**config.mk**
```make
export PLATFORM = sky130hd
export DESIGN_NAME = sync_seq_top
export DESIGN_NICKNAME = d
export VERILOG_FILES = /design/src/rtl/sync_seq_pkg.sv /design/src/rtl/sync_seq_dp.sv /design/src/rtl/sync_seq_ctl.sv /design/src/rtl/sync_seq_top.sv
export SDC_FILE = /design/constraint.sdc
export NUM_CORES = 1
export LEC_CHECK = 0
export ABC_AREA = 0
export ABC_CLOCK_PERIOD_IN_PS = 1720
export BUFFER_PORTS_ARGS = -buffer_cell sky130_fd_sc_hd__buf_2
export CAP_MARGIN = 10
export CORE_ASPECT_RATIO = 1.25
export CORE_MARGIN = 4
export CORE_UTILIZATION = 45
export DETAILED_ROUTE_END_ITERATION = 8
export HOLD_SLACK_MARGIN = 0.15
export PLACE_DENSITY_LB_ADDON = 0.12
export SLEW_MARGIN = 25
export SYNTH_ARGS = -nofsm -noshare
export SYNTH_HDL_FRONTEND = slang
export SYNTH_SLANG_ARGS = --single-unit
export TNS_END_PERCENT = 5
```
**constraint.sdc**
```tcl
create_clock -name clk -period 1.72 [get_ports clk]
set_input_delay 0.258 -clock clk [delete_from_list [all_inputs] [get_ports clk]]
set_output_delay 0.258 -clock clk [all_outputs]
set_load 0.01 [all_outputs]
```
**src/rtl/sync_seq_pkg.sv**
```systemverilog
package sync_seq_pkg;

  localparam int NUM_STEPS   = 9;
  localparam int STEP_W      = 4;

  localparam logic [7:0] ADDR_CAL  = 8'h03;
  localparam logic [7:0] ADDR_CTL  = 8'h01;
  localparam logic [7:0] ADDR_SYNC = 8'h1B;
  localparam logic [7:0] ADDR_FTW0 = 8'h0B;

  localparam int CAL_BIT     = 24;
  localparam int SYNCOUT_BIT = 9;
  localparam int PROFEN_BIT  = 23;
  localparam int CALSYNC_BIT = 24;

  typedef enum logic [2:0] {
    ST_IDLE,
    ST_RST,
    ST_WRITE,
    ST_UPD,
    ST_SYNCWAIT,
    ST_FINAL,
    ST_DONE
  } seqState_t;

  // strobes from control to datapath
  typedef struct packed {
    logic capture;
    logic clrStep;
    logic nextStep;
    logic clrDev;
    logic nextDev;
  } dpCtrl_t;

endpackage

```
**src/rtl/sync_seq_dp.sv**
```systemverilog
module sync_seq_dp
  import sync_seq_pkg::*;
#(
  parameter int N_DEV      = 3,
  parameter int MASTER_IDX = 1,
  parameter int DLY_W      = 5,
  parameter int DATA_W     = 32,
  localparam int DEV_W     = (N_DEV > 1) ? $clog2(N_DEV) : 1
) (
  input  logic              clk,
  input  logic              rstN,
  input  dpCtrl_t           ctl,
  input  logic [DLY_W-1:0]  syncDelay,
  input  logic [DATA_W-1:0] tuneWord,
  output logic [DEV_W-1:0]  wrDev,
  output logic [7:0]        wrAddr,
  output logic [DATA_W-1:0] wrData,
  output logic              lastDev,
  output logic              lastStep,
  output logic              stepUpd
);

  localparam logic [DATA_W-1:0] ONE          = 1;
  localparam logic [DATA_W-1:0] CAL_MASK     = ONE << CAL_BIT;
  localparam logic [DATA_W-1:0] SYNCOUT_MASK = ONE << SYNCOUT_BIT;
  localparam logic [DATA_W-1:0] PROFEN_MASK  = ONE << PROFEN_BIT;
  localparam logic [DATA_W-1:0] CALSYNC_MASK = ONE << CALSYNC_BIT;
  localparam logic [DEV_W-1:0]  MASTER_SEL   = DEV_W'(MASTER_IDX);
  localparam logic [DEV_W-1:0]  LAST_DEV     = DEV_W'(N_DEV - 1);
  localparam logic [STEP_W-1:0] LAST_STEP    = STEP_W'(NUM_STEPS - 1);

  logic [STEP_W-1:0] stepIdx;
  logic [DEV_W-1:0]  devIdx;
  logic [DLY_W-1:0]  dlyQ;
  logic [DATA_W-1:0] tuneQ;
  logic              masterOnly;

  always_ff @(posedge clk) begin
    if (!rstN) begin
      stepIdx <= '0;
      devIdx  <= '0;
      dlyQ    <= '0;
      tuneQ   <= '0;
    end else begin
      if (ctl.capture) begin
        dlyQ  <= syncDelay;
        tuneQ <= tuneWord;
      end
      if (ctl.clrStep)       stepIdx <= '0;
      else if (ctl.nextStep) stepIdx <= stepIdx + 1'b1;
      if (ctl.clrDev)        devIdx <= '0;
      else if (ctl.nextDev)  devIdx <= devIdx + 1'b1;
    end
  end

  // step table: address, data, target set, trailing update
  always_comb begin
    wrAddr     = '0;
    wrData     = '0;
    masterOnly = 1'b0;
    stepUpd    = 1'b0;
    case (stepIdx)
      4'd0, 4'd5: begin wrAddr = ADDR_CAL;  wrData = CAL_MASK; stepUpd = 1'b1; end
      4'd1, 4'd6: begin wrAddr = ADDR_CAL;  wrData = '0;       stepUpd = 1'b1; end
      4'd2: begin
        wrAddr = ADDR_CTL; wrData = SYNCOUT_MASK; masterOnly = 1'b1; stepUpd = 1'b1;
      end
      4'd3: begin wrAddr = ADDR_SYNC; wrData = CALSYNC_MASK; stepUpd = 1'b1; end
      4'd4: begin
        wrAddr     = ADDR_SYNC;
        wrData     = CALSYNC_MASK | {{(DATA_W-DLY_W){1'b0}}, dlyQ};
        masterOnly = 1'b1;
        stepUpd    = 1'b1;
      end
      4'd7: begin wrAddr = ADDR_CTL;  wrData = PROFEN_MASK; end
      4'd8: begin wrAddr = ADDR_FTW0; wrData = tuneQ;       end
      default: ;
    endcase
  end

  assign wrDev    = masterOnly ? MASTER_SEL : devIdx;
  assign lastDev  = masterOnly || (devIdx == LAST_DEV);
  assign lastStep = (stepIdx == LAST_STEP);

  // the device index never leaves the configured range
  p_dev_range_r3: assert property (@(posedge clk) disable iff (!rstN)
    ctl.nextDev |-> (devIdx != LAST_DEV));

endmodule

```
**src/rtl/sync_seq_ctl.sv**
```systemverilog
module sync_seq_ctl
  import sync_seq_pkg::*;
#(
  parameter int RST_CYC = 4,
  localparam int RC_W   = $clog2(RST_CYC + 1)
) (
  input  logic    clk,
  input  logic    rstN,
  input  logic    start,
  input  logic    busReady,
  input  logic    syncClk,
  input  logic    lastDev,
  input  logic    lastStep,
  input  logic    stepUpd,
  output dpCtrl_t ctl,
  output logic    wrValid,
  output logic    ioUpdate,
  output logic    masterReset,
  output logic    done
);

  localparam logic [RC_W-1:0] RST_LAST = RC_W'(RST_CYC - 1);

  seqState_t       state, stateNxt;
  logic [RC_W-1:0] rstCnt;
  logic            syncS1, syncS2, syncFall;

  always_ff @(posedge clk) begin
    if (!rstN) begin
      syncS1 <= 1'b0;
      syncS2 <= 1'b0;
    end else begin
      syncS1 <= syncClk;
      syncS2 <= syncS1;
    end
  end
  assign syncFall = syncS2 && !syncS1;

  always_ff @(posedge clk) begin
    if (!rstN) begin
      state  <= ST_IDLE;
      rstCnt <= '0;
    end else begin
      state <= stateNxt;
      if (state != ST_RST)         rstCnt <= '0;
      else if (rstCnt != RST_LAST) rstCnt <= rstCnt + 1'b1;
    end
  end

  always_comb begin
    stateNxt    = state;
    ctl         = '0;
    wrValid     = 1'b0;
    ioUpdate    = 1'b0;
    masterReset = 1'b0;
    done        = 1'b0;
    case (state)
      ST_IDLE, ST_DONE: begin
        done = (state == ST_DONE);
        if (start) begin
          ctl.capture = 1'b1;
          ctl.clrStep = 1'b1;
          ctl.clrDev  = 1'b1;
          stateNxt    = ST_RST;
        end
      end
      ST_RST: begin
        masterReset = 1'b1;
        if (rstCnt == RST_LAST) stateNxt = ST_WRITE;
      end
      ST_WRITE: begin
        wrValid = 1'b1;
        if (busReady) begin
          if (!lastDev) begin
            ctl.nextDev = 1'b1;
          end else if (stepUpd) begin
            stateNxt = ST_UPD;
          end else if (lastStep) begin
            stateNxt = ST_SYNCWAIT;
          end else begin
            ctl.nextStep = 1'b1;
            ctl.clrDev   = 1'b1;
          end
        end
      end
      ST_UPD: begin
        ioUpdate     = 1'b1;
        ctl.nextStep = 1'b1;
        ctl.clrDev   = 1'b1;
        stateNxt     = ST_WRITE;
      end
      ST_SYNCWAIT: if (syncFall) stateNxt = ST_FINAL;
      ST_FINAL: begin
        ioUpdate = 1'b1;
        stateNxt = ST_DONE;
      end
      default: stateNxt = ST_IDLE;
    endcase
  end

  p_rst_quiet_r1: assert property (@(posedge clk) disable iff (!rstN)
    masterReset |-> (!wrValid && !ioUpdate));

  p_upd_pulse_r11: assert property (@(posedge clk) disable iff (!rstN)
    ioUpdate |=> !ioUpdate);

  p_upd_cause_r9: assert property (@(posedge clk) disable iff (!rstN)
    ioUpdate |-> ($past(wrValid && busReady) || $past(syncFall)));

  p_done_follows_r10: assert property (@(posedge clk) disable iff (!rstN)
    $rose(done) |-> $past(ioUpdate));

endmodule

```
**src/rtl/sync_seq_top.sv**
```systemverilog
module sync_seq_top
  import sync_seq_pkg::*;
#(
  parameter int N_DEV      = 3,
  parameter int MASTER_IDX = 1,
  parameter int DLY_W      = 5,
  parameter int DATA_W     = 32,
  parameter int RST_CYC    = 4,
  localparam int DEV_W     = (N_DEV > 1) ? $clog2(N_DEV) : 1
) (
  input  logic              clk,
  input  logic              rstN,
  input  logic              start,
  input  logic [DLY_W-1:0]  syncDelay,
  input  logic [DATA_W-1:0] tuneWord,
  input  logic              busReady,
  input  logic              syncClk,
  output logic              wrValid,
  output logic [DEV_W-1:0]  wrDev,
  output logic [7:0]        wrAddr,
  output logic [DATA_W-1:0] wrData,
  output logic              ioUpdate,
  output logic              masterReset,
  output logic              done
);

  dpCtrl_t ctl;
  logic    lastDev, lastStep, stepUpd;

  sync_seq_ctl #(.RST_CYC(RST_CYC)) u_ctl (
    .clk(clk), .rstN(rstN), .start(start), .busReady(busReady),
    .syncClk(syncClk), .lastDev(lastDev), .lastStep(lastStep),
    .stepUpd(stepUpd), .ctl(ctl), .wrValid(wrValid), .ioUpdate(ioUpdate),
    .masterReset(masterReset), .done(done)
  );

  sync_seq_dp #(
    .N_DEV(N_DEV), .MASTER_IDX(MASTER_IDX), .DLY_W(DLY_W), .DATA_W(DATA_W)
  ) u_dp (
    .clk(clk), .rstN(rstN), .ctl(ctl), .syncDelay(syncDelay),
    .tuneWord(tuneWord), .wrDev(wrDev), .wrAddr(wrAddr), .wrData(wrData),
    .lastDev(lastDev), .lastStep(lastStep), .stepUpd(stepUpd)
  );

  p_hold_r2: assert property (@(posedge clk) disable iff (!rstN)
    (wrValid && !busReady) |=> (wrValid && $stable(wrDev) && $stable(wrAddr)
                                && $stable(wrData)));

  p_no_mixed_r11: assert property (@(posedge clk) disable iff (!rstN)
    !(wrValid && ioUpdate));

endmodule

```
==> results.json, run 1 <==
{
  "status": "finished, violations left",
  "violations": "setup timing",
  "detail_route.iter0.violations": 97,
  "synth_common_cells": "nand2_1 (84), dfxtp_1 (51), a21boi_0 (27)",
  "vias": 2516,
  "place.gp.congestion": 0.829,
  "critical-path-max-stage-delay_ns": 0.43,
  "grt_pass1_vias": 2432,
  "htreeDepth": 2,
  "fin_nets": 479,
  "drive_gt1_share_pct": 35.7,
  "synth-edff-count": 0,
  "cp_cell_sequence": "inv_4 > ha_4 > mux2i_4 > a2bb2oi_2 > o31a_1 > or4_4 > a21oi_2",
  "clk_pin_slew_ns": 0.09,
  "ys.flop_type": "dfxtp_1",
  "fp.dieArea_sq_mm": 0.00713,
  "async_flop_share_pct": 0,
  "rrSetupSlack_ns": -0.14,
  "fin_crit_ns": 1.86,
  "rsz0062_at_grt": "yes",
  "worst_ep_arrival_time_ns": 2.10,
  "synth_top_cells_by_area": "dfxtp_1 (39%), nand2_1 (12%), a21boi_0 (7.7%)",
  "ys_ff_latch": 51,
  "start_util_pct": 47.3,
  "timing.final.crit_share_pct": 108,
  "post-synth-top-area-cell": "dfxtp_1",
  "finalMaxSlewViolations": 0,
  "cts_sinks": 51,
  "grt_first_pass_wirelength_mm": 10.8,
  "syn_avg_cell_area_sq_um": 7.82,
  "netlist.area_leader.share_pct": 38.9,
  "die_x_um": 76.3,
  "critPathSlowestCell": "or4_4",
  "ys_types": 46,
  "io_pins": 88,
  "cts_tree": "built",
  "drv_cap": 0,
  "syn_inst": 336,
  "cp_max_fo": 5,
  "p_leak_nw": 1.66,
  "utilization_pct": 64.1,
  "cp-end-kind": "flip-flop",
  "rows": 30,
  "die_h_um": 93.4,
  "vias_per_cell": 5.08,
  "hold_viol_final": 0,
  "tritoncts.num_buffers": 5,
  "criticalPathCategory": "flip-flop to flip-flop",
  "hold_class": "input port to flip-flop",
  "cts-root-buf": "clkbuf_8",
  "critPathLaunchType": "flip-flop",
  "post_drt_wl_per_cell_um": 13.1,
  "finalSetupViolCount": 24,
  "grt_overflow": 0,
  "area_delta_synth_final_pct": 35.5,
  "ir_worst_vdd_uv": 728,
  "ys.warnings.count": 0,
  "final_antenna_net_count": 0,
  "antenna_found_initial": 0,
  "grt.total_usage_pct": 18.3,
  "io_buffers": 83,
  "cts.path.max_buffers": 2,
  "drtPass1Iterations": 4,
  "syn_area_sq_mm": 0.00263,
  "num_antenna_cells": 0,
  "worstPathRequired_ns": 1.96,
  "ys_seq_area_share_pct": 38.9,
  "core_region_area_sq_mm": 0.00556,
  "setup_tns_ns": -1.15,
  "drc": 0,
  "finClkSkew_ns": 0.00469,
  "routed_wl_mm": 6.50,
  "power_per_cell_area_mw_per_mm2": 957,
  "grt_max_degree": 38,
  "synth.most_common_cell": "nand2_1",
  "max_freq_ghz": 0.536,
  "insertion_delay_ns": 0.30,
  "dp_hpwl_mm": 4.60,
  "setup_ws_ns": -0.145
}
-- kinds of logic after synthesis --
group                      Yosys count  share of synthesized area (%)
buffers and inverters               38                           6.53
DFF                                 51                           38.9
AOI/OAI and AO/OA                   80                           21.6
and+or+nand+nor                    155                           28.1
other                                1                          0.143
muxes                                2                          0.762
adders and majority gates            7                           3.33
xor gates and xnor gates             2                          0.667
-- stage by stage --
stage | area [sq um] | power [mW] | worst slack [ns] | hold WS [ns] | instances
after floorplan | 2690 | 2.15 | -0.0350 | 0.385 | 339
after global placement | 3290 | 2.48 | -0.0622 | 0.433 | 484
after detailed placement | 3290 | 2.51 | -0.118 | 0.443 | 484
after CTS | 3480 | 3.41 | -0.130 | 0.168 | 494
after global routing | 3560 | 3.63 | -0.218 | 0.177 | 495
final | 3560 | 3.41 | -0.145 | 0.177 | 495
-- placed cells by master, fill, tap and decap left out, types with 4 or more instances in the layout --
master and n:
clkbuf_8 6, buf_6 5, buf_4 22, a22oi_1 5, nand2_1 84, a21boi_1 10, dfxtp_2 5, nor2_1 14
a21boi_0 27, nand3_1 4, buf_2 82, inv_1 6, and3_1 24, a21oi_1 10, dfxtp_1 45, nand2b_1 6
conb_1 4
-- worst paths after layout --
path                                     start                           end  cells past startpoint
hold reg to reg    u_dp.tuneQ[10]$_SDFFE_PN0P_   u_dp.tuneQ[10]$_SDFFE_PN0P_                      2
setup / recovery  u_dp.stepIdx[1]$_SDFFE_PP0P_  u_dp.stepIdx[2]$_SDFFE_PP0P_                      7
setup reg to reg  u_dp.stepIdx[1]$_SDFFE_PP0P_  u_dp.stepIdx[2]$_SDFFE_PP0P_                      7
hold / removal                     tuneWord[0]    u_dp.tuneQ[0]$_SDFFE_PN0P_                      3
-- layout make-up --
| class | count | area, sq um |
|---|---|---|
| fillers | 538 | 2000 |
| multi-input cells | 250 | 1590 |
| flip-flops and latches | 51 | 1030 |
| repair buffers | 113 | 702 |
| clock buffers | 6 | 82.6 |
| well taps | 64 | 80.1 |
| clock inverters | 2 | 38.8 |
| inverters | 9 | 38.8 |
-- routing by layer --
layer | up-vias | share of wire (%) | track usage (%)
met5 | - | 0 | 0
met4 | 0 | 1.4 | 5.44
met3 | 8 | 5.0 | 4.34
met2 | 58 | 48 | 32.4
met1 | 1137 | 45 | 21.9
li1 | 1313 | - | -
-- critical path: cells and delay by family, from the launching register on --
family | cells | cell delay, ns
AO/OA/AOI/OAI | 3 | 0.65
buffers and inverters | 1 | 0.06
multiplexers | 1 | 0.09
AND/OR/NAND/NOR | 1 | 0.43
adder cells (fa/ha/maj) | 1 | 0.18
flip-flops | 1 | 0.39
-- report_power, final --
part	internal, mW	total (mW)	leakage, nW	switching (mW)
clock	0.479	0.884	0.0618	0.405
combinational	0.456	1.04	1.17	0.587
sequential	1.36	1.48	0.420	0.116
total	2.30	3.41	1.66	1.11
-- sequential cells by signal, indices dropped and copies added, names as in the netlist --
| register | count |
|---|---|
| u_ctl.syncS1 | 1 |
| u_dp.tuneQ | 32 |
| u_ctl.state | 3 |
| u_ctl.syncS2 | 1 |
| u_dp.dlyQ | 5 |
| u_dp.stepIdx | 4 |
| u_ctl.rstCnt | 3 |
| u_dp.devIdx | 2 |
-- what timing repair did --
action / 4_1_cts / 5_1_grt
pin swaps: 4 / 6
endpoints found under the hold margin: 1 / 0
endpoints found under the setup margin: 43 / 48
buffers inserted: 1 / 1
gates resized for setup: 17 / 16
hold buffers: 1 / 0
No activity file was read; power rests on OpenSTA's default activity.
==> inputs of run 2 (changes only) <==
--- a/config.mk
+++ b/config.mk
@@ -15,6 +15,7 @@
 export DETAILED_ROUTE_END_ITERATION = 8
 export HOLD_SLACK_MARGIN = 0.15
 export PLACE_DENSITY_LB_ADDON = 0.12
+export SKIP_LAST_GASP = 1
 export SLEW_MARGIN = 25
 export SYNTH_ARGS = -nofsm -noshare
 export SYNTH_HDL_FRONTEND = slang
==> run 2 against run 1 <==
  * Highest routed layer unchanged
  * Critical path depth is the same
  * Via count fell by 0.16%
  * The run still ends with setup timing left
  * Fmax rose by 0.36%
==> results.json, run 2 (same netlist as run 1, synthesis figures left out) <==
{
  "cts.path.max_buffers": 2,
  "finClkSkew_ns": 0.00464,
  "finalMaxSlewViolations": 0,
  "min_from": "tuneWord[0]",
  "finalSetupViolCount": 28,
  "timing.final.crit_share_pct": 108,
  "timing.rr.start": "u_dp.stepIdx[1]$_SDFFE_PP0P_",
  "start_util_pct": 47.3,
  "ir_worst_vdd_uv": 726,
  "cts-root-buf": "clkbuf_8",
  "dp_cells": 484,
  "critPathLaunchType": "flip-flop",
  "cts_sinks": 51,
  "grt_first_pass_wirelength_mm": 10.8,
  "reg2reg_to": "u_dp.stepIdx[2]$_SDFFE_PP0P_",
  "grt.total_usage_pct": 18.3,
  "pwr-share-comb_pct": 30.3,
  "cp_cell_sequence": "inv_4 > ha_4 > mux2i_4 > a2bb2oi_2 > o31a_1 > or4_4 > a21oi_2",
  "met2_usage_pct": 32.3,
  "cp-end-kind": "flip-flop",
  "cp_max_fo": 5,
  "utilization_pct": 63.6,
  "grt_use_met1_pct": 21.9,
  "top_register": "u_dp.tuneQ",
  "fin_nets": 479,
  "critical-path-max-stage-delay_ns": 0.43,
  "switching_power_mw": 1.10,
  "clk_pin_slew_ns": 0.09,
  "fin_crit_ns": 1.86,
  "setup_ws_ns": -0.138,
  "cts_tree": "built",
  "final_cells": 495,
  "grt_busiest_layer": "met2",
  "final_antenna_net_count": 0,
  "drtPass1Iterations": 4,
  "place.gp.congestion": 0.829,
  "power_per_cell_area_mw_per_mm2": 959,
  "io_buffers": 83,
  "p_leak_nw": 1.65,
  "grt_max_degree": 38,
  "area_delta_synth_final_pct": 34.5,
  "grtUsageMet3_pct": 4.34,
  "grt_pass1_vias": 2428,
  "core_region_area_sq_mm": 0.00556,
  "violations": "setup timing",
  "crit_path_start": "u_dp.stepIdx[1]$_SDFFE_PP0P_",
  "setup_tns_ns": -1.25,
  "antenna_found_initial": 0,
  "critPathSlowestCell": "or4_4",
  "status": "finished, violations left",
  "worstHoldPathCells": 3,
  "worst_ep_arrival_time_ns": 2.10,
  "num_antenna_cells": 0,
  "vias_per_cell": 5.07,
  "rr_worst_depth": 7,
  "htreeDepth": 2,
  "seq_power_share_pct": 43.6,
  "fill_cells": 544,
  "die_h_um": 93.4,
  "placed_area_sq_mm": 0.00329,
  "grt_overflow": 0,
  "cp-endpoint": "u_dp.stepIdx[2]$_SDFFE_PP0P_",
  "hold_viol_final": 0,
  "routed_wl_mm": 6.49,
  "insertion_delay_ns": 0.30,
  "internal_power_mw": 2.29,
  "hold_class": "input port to flip-flop",
  "dp_hpwl_mm": 4.60,
  "vias": 2512,
  "rsz0062_at_grt": "yes",
  "io_pins": 88,
  "post_drt_wl_per_cell_um": 13.1,
  "drv_cap": 0,
  "drc": 0,
  "rows": 30,
  "pwr-share-clk_pct": 26.2,
  "tritoncts.num_buffers": 5,
  "drive_gt1_share_pct": 34.6,
  "criticalPathCategory": "flip-flop to flip-flop",
  "power_switching_share_pct": 32.4,
  "max_freq_ghz": 0.538,
  "layout_common_cells": "nand2_1 (84), buf_2 (82), dfxtp_1 (47)",
  "worstPathRequired_ns": 1.96,
  "rrSetupSlack_ns": -0.14,
  "fp.dieArea_sq_mm": 0.00713,
  "final_common_cell": "nand2_1",
  "largest_reg_flops": 32,
  "detail_route.iter0.violations": 99,
  "largestRegisters": "u_dp.tuneQ x32, u_dp.dlyQ x5, u_dp.stepIdx x4",
  "die_x_um": 76.3,
  "postLayoutCellArea_sq_mm": 0.00353
}
## run 2: cell counts in the layout (fill, tap and decap cells not counted)
No cell type changed its count.
## run 2: timing repair
| item | CTS | global route |
|---|---|---|
| pin swaps | 3 | 5 |
| hold buffers | 1 | 0 |
| hold endpoints to repair | 1 | 0 |
| gates resized for setup | 16 | 10 |
| setup endpoints to repair | 43 | 48 |
| setup buffers | 1 | 1 |
## run 2: cell type report
cell class	instances	area [sq um]	area share (%)
Multi-Input combinational cell	250	1560	44.2
Timing Repair Buffer	113	702	19.9
Sequential cell	51	1030	29.1
Clock buffer	6	82.6	2.34
Inverter	9	38.8	1.10
Tap cell	64	80.1	2.27
Clock inverter	2	38.8	1.10
## run 2: critical path, delay by kind of cell (launching register included)
| kind | cells | cell delay (ns) |
|---|---|---|
| compound gates | 3 | 0.64 |
| simple gates | 1 | 0.43 |
| flops | 1 | 0.39 |
| fa+ha+maj | 1 | 0.18 |
| mux | 1 | 0.09 |
| buf+inv | 1 | 0.06 |
## run 2: per-layer routing
| metal | vias to the layer above | share of wire [%] |
|---|---|---|
| li1 | 1313 | - |
| met5 | - | 0 |
| met3 | 8 | 5.3 |
| met2 | 63 | 47 |
| met4 | 0 | 1.4 |
| met1 | 1128 | 46 |
## run 2: worst min-delay path by stage
stage	end
6_report	u_dp.tuneQ[0]$_SDFFE_PN0P_
5_1_grt	u_dp.tuneQ[4]$_SDFFE_PN0P_
4_1_cts	u_dp.tuneQ[10]$_SDFFE_PN0P_
3_5_place_dp	u_dp.tuneQ[10]$_SDFFE_PN0P_
3_3_place_gp	u_ctl.syncS2$_SDFF_PN0_
2_1_floorplan	u_ctl.syncS1$_SDFF_PN0_
## run 2: power by group through the flow
stage,registers (mW),clock network [mW],logic (mW)
after floorplan,1.46,0,0.692
after global placement,1.49,0,0.987
after detailed placement,1.50,0,1.00
after CTS,1.47,0.910,1.02
after global routing,1.50,0.946,1.16
final,1.48,0.887,1.02
## run 2: stage by stage
step	hold WS [ns]	power (mW)	setup WS, ns
global route	0.177	3.60	-0.212
detailed placement	0.443	2.51	-0.118
global placement	0.433	2.48	-0.0622
floorplan	0.385	2.15	-0.0350
CTS	0.168	3.40	-0.130
finish	0.175	3.39	-0.138
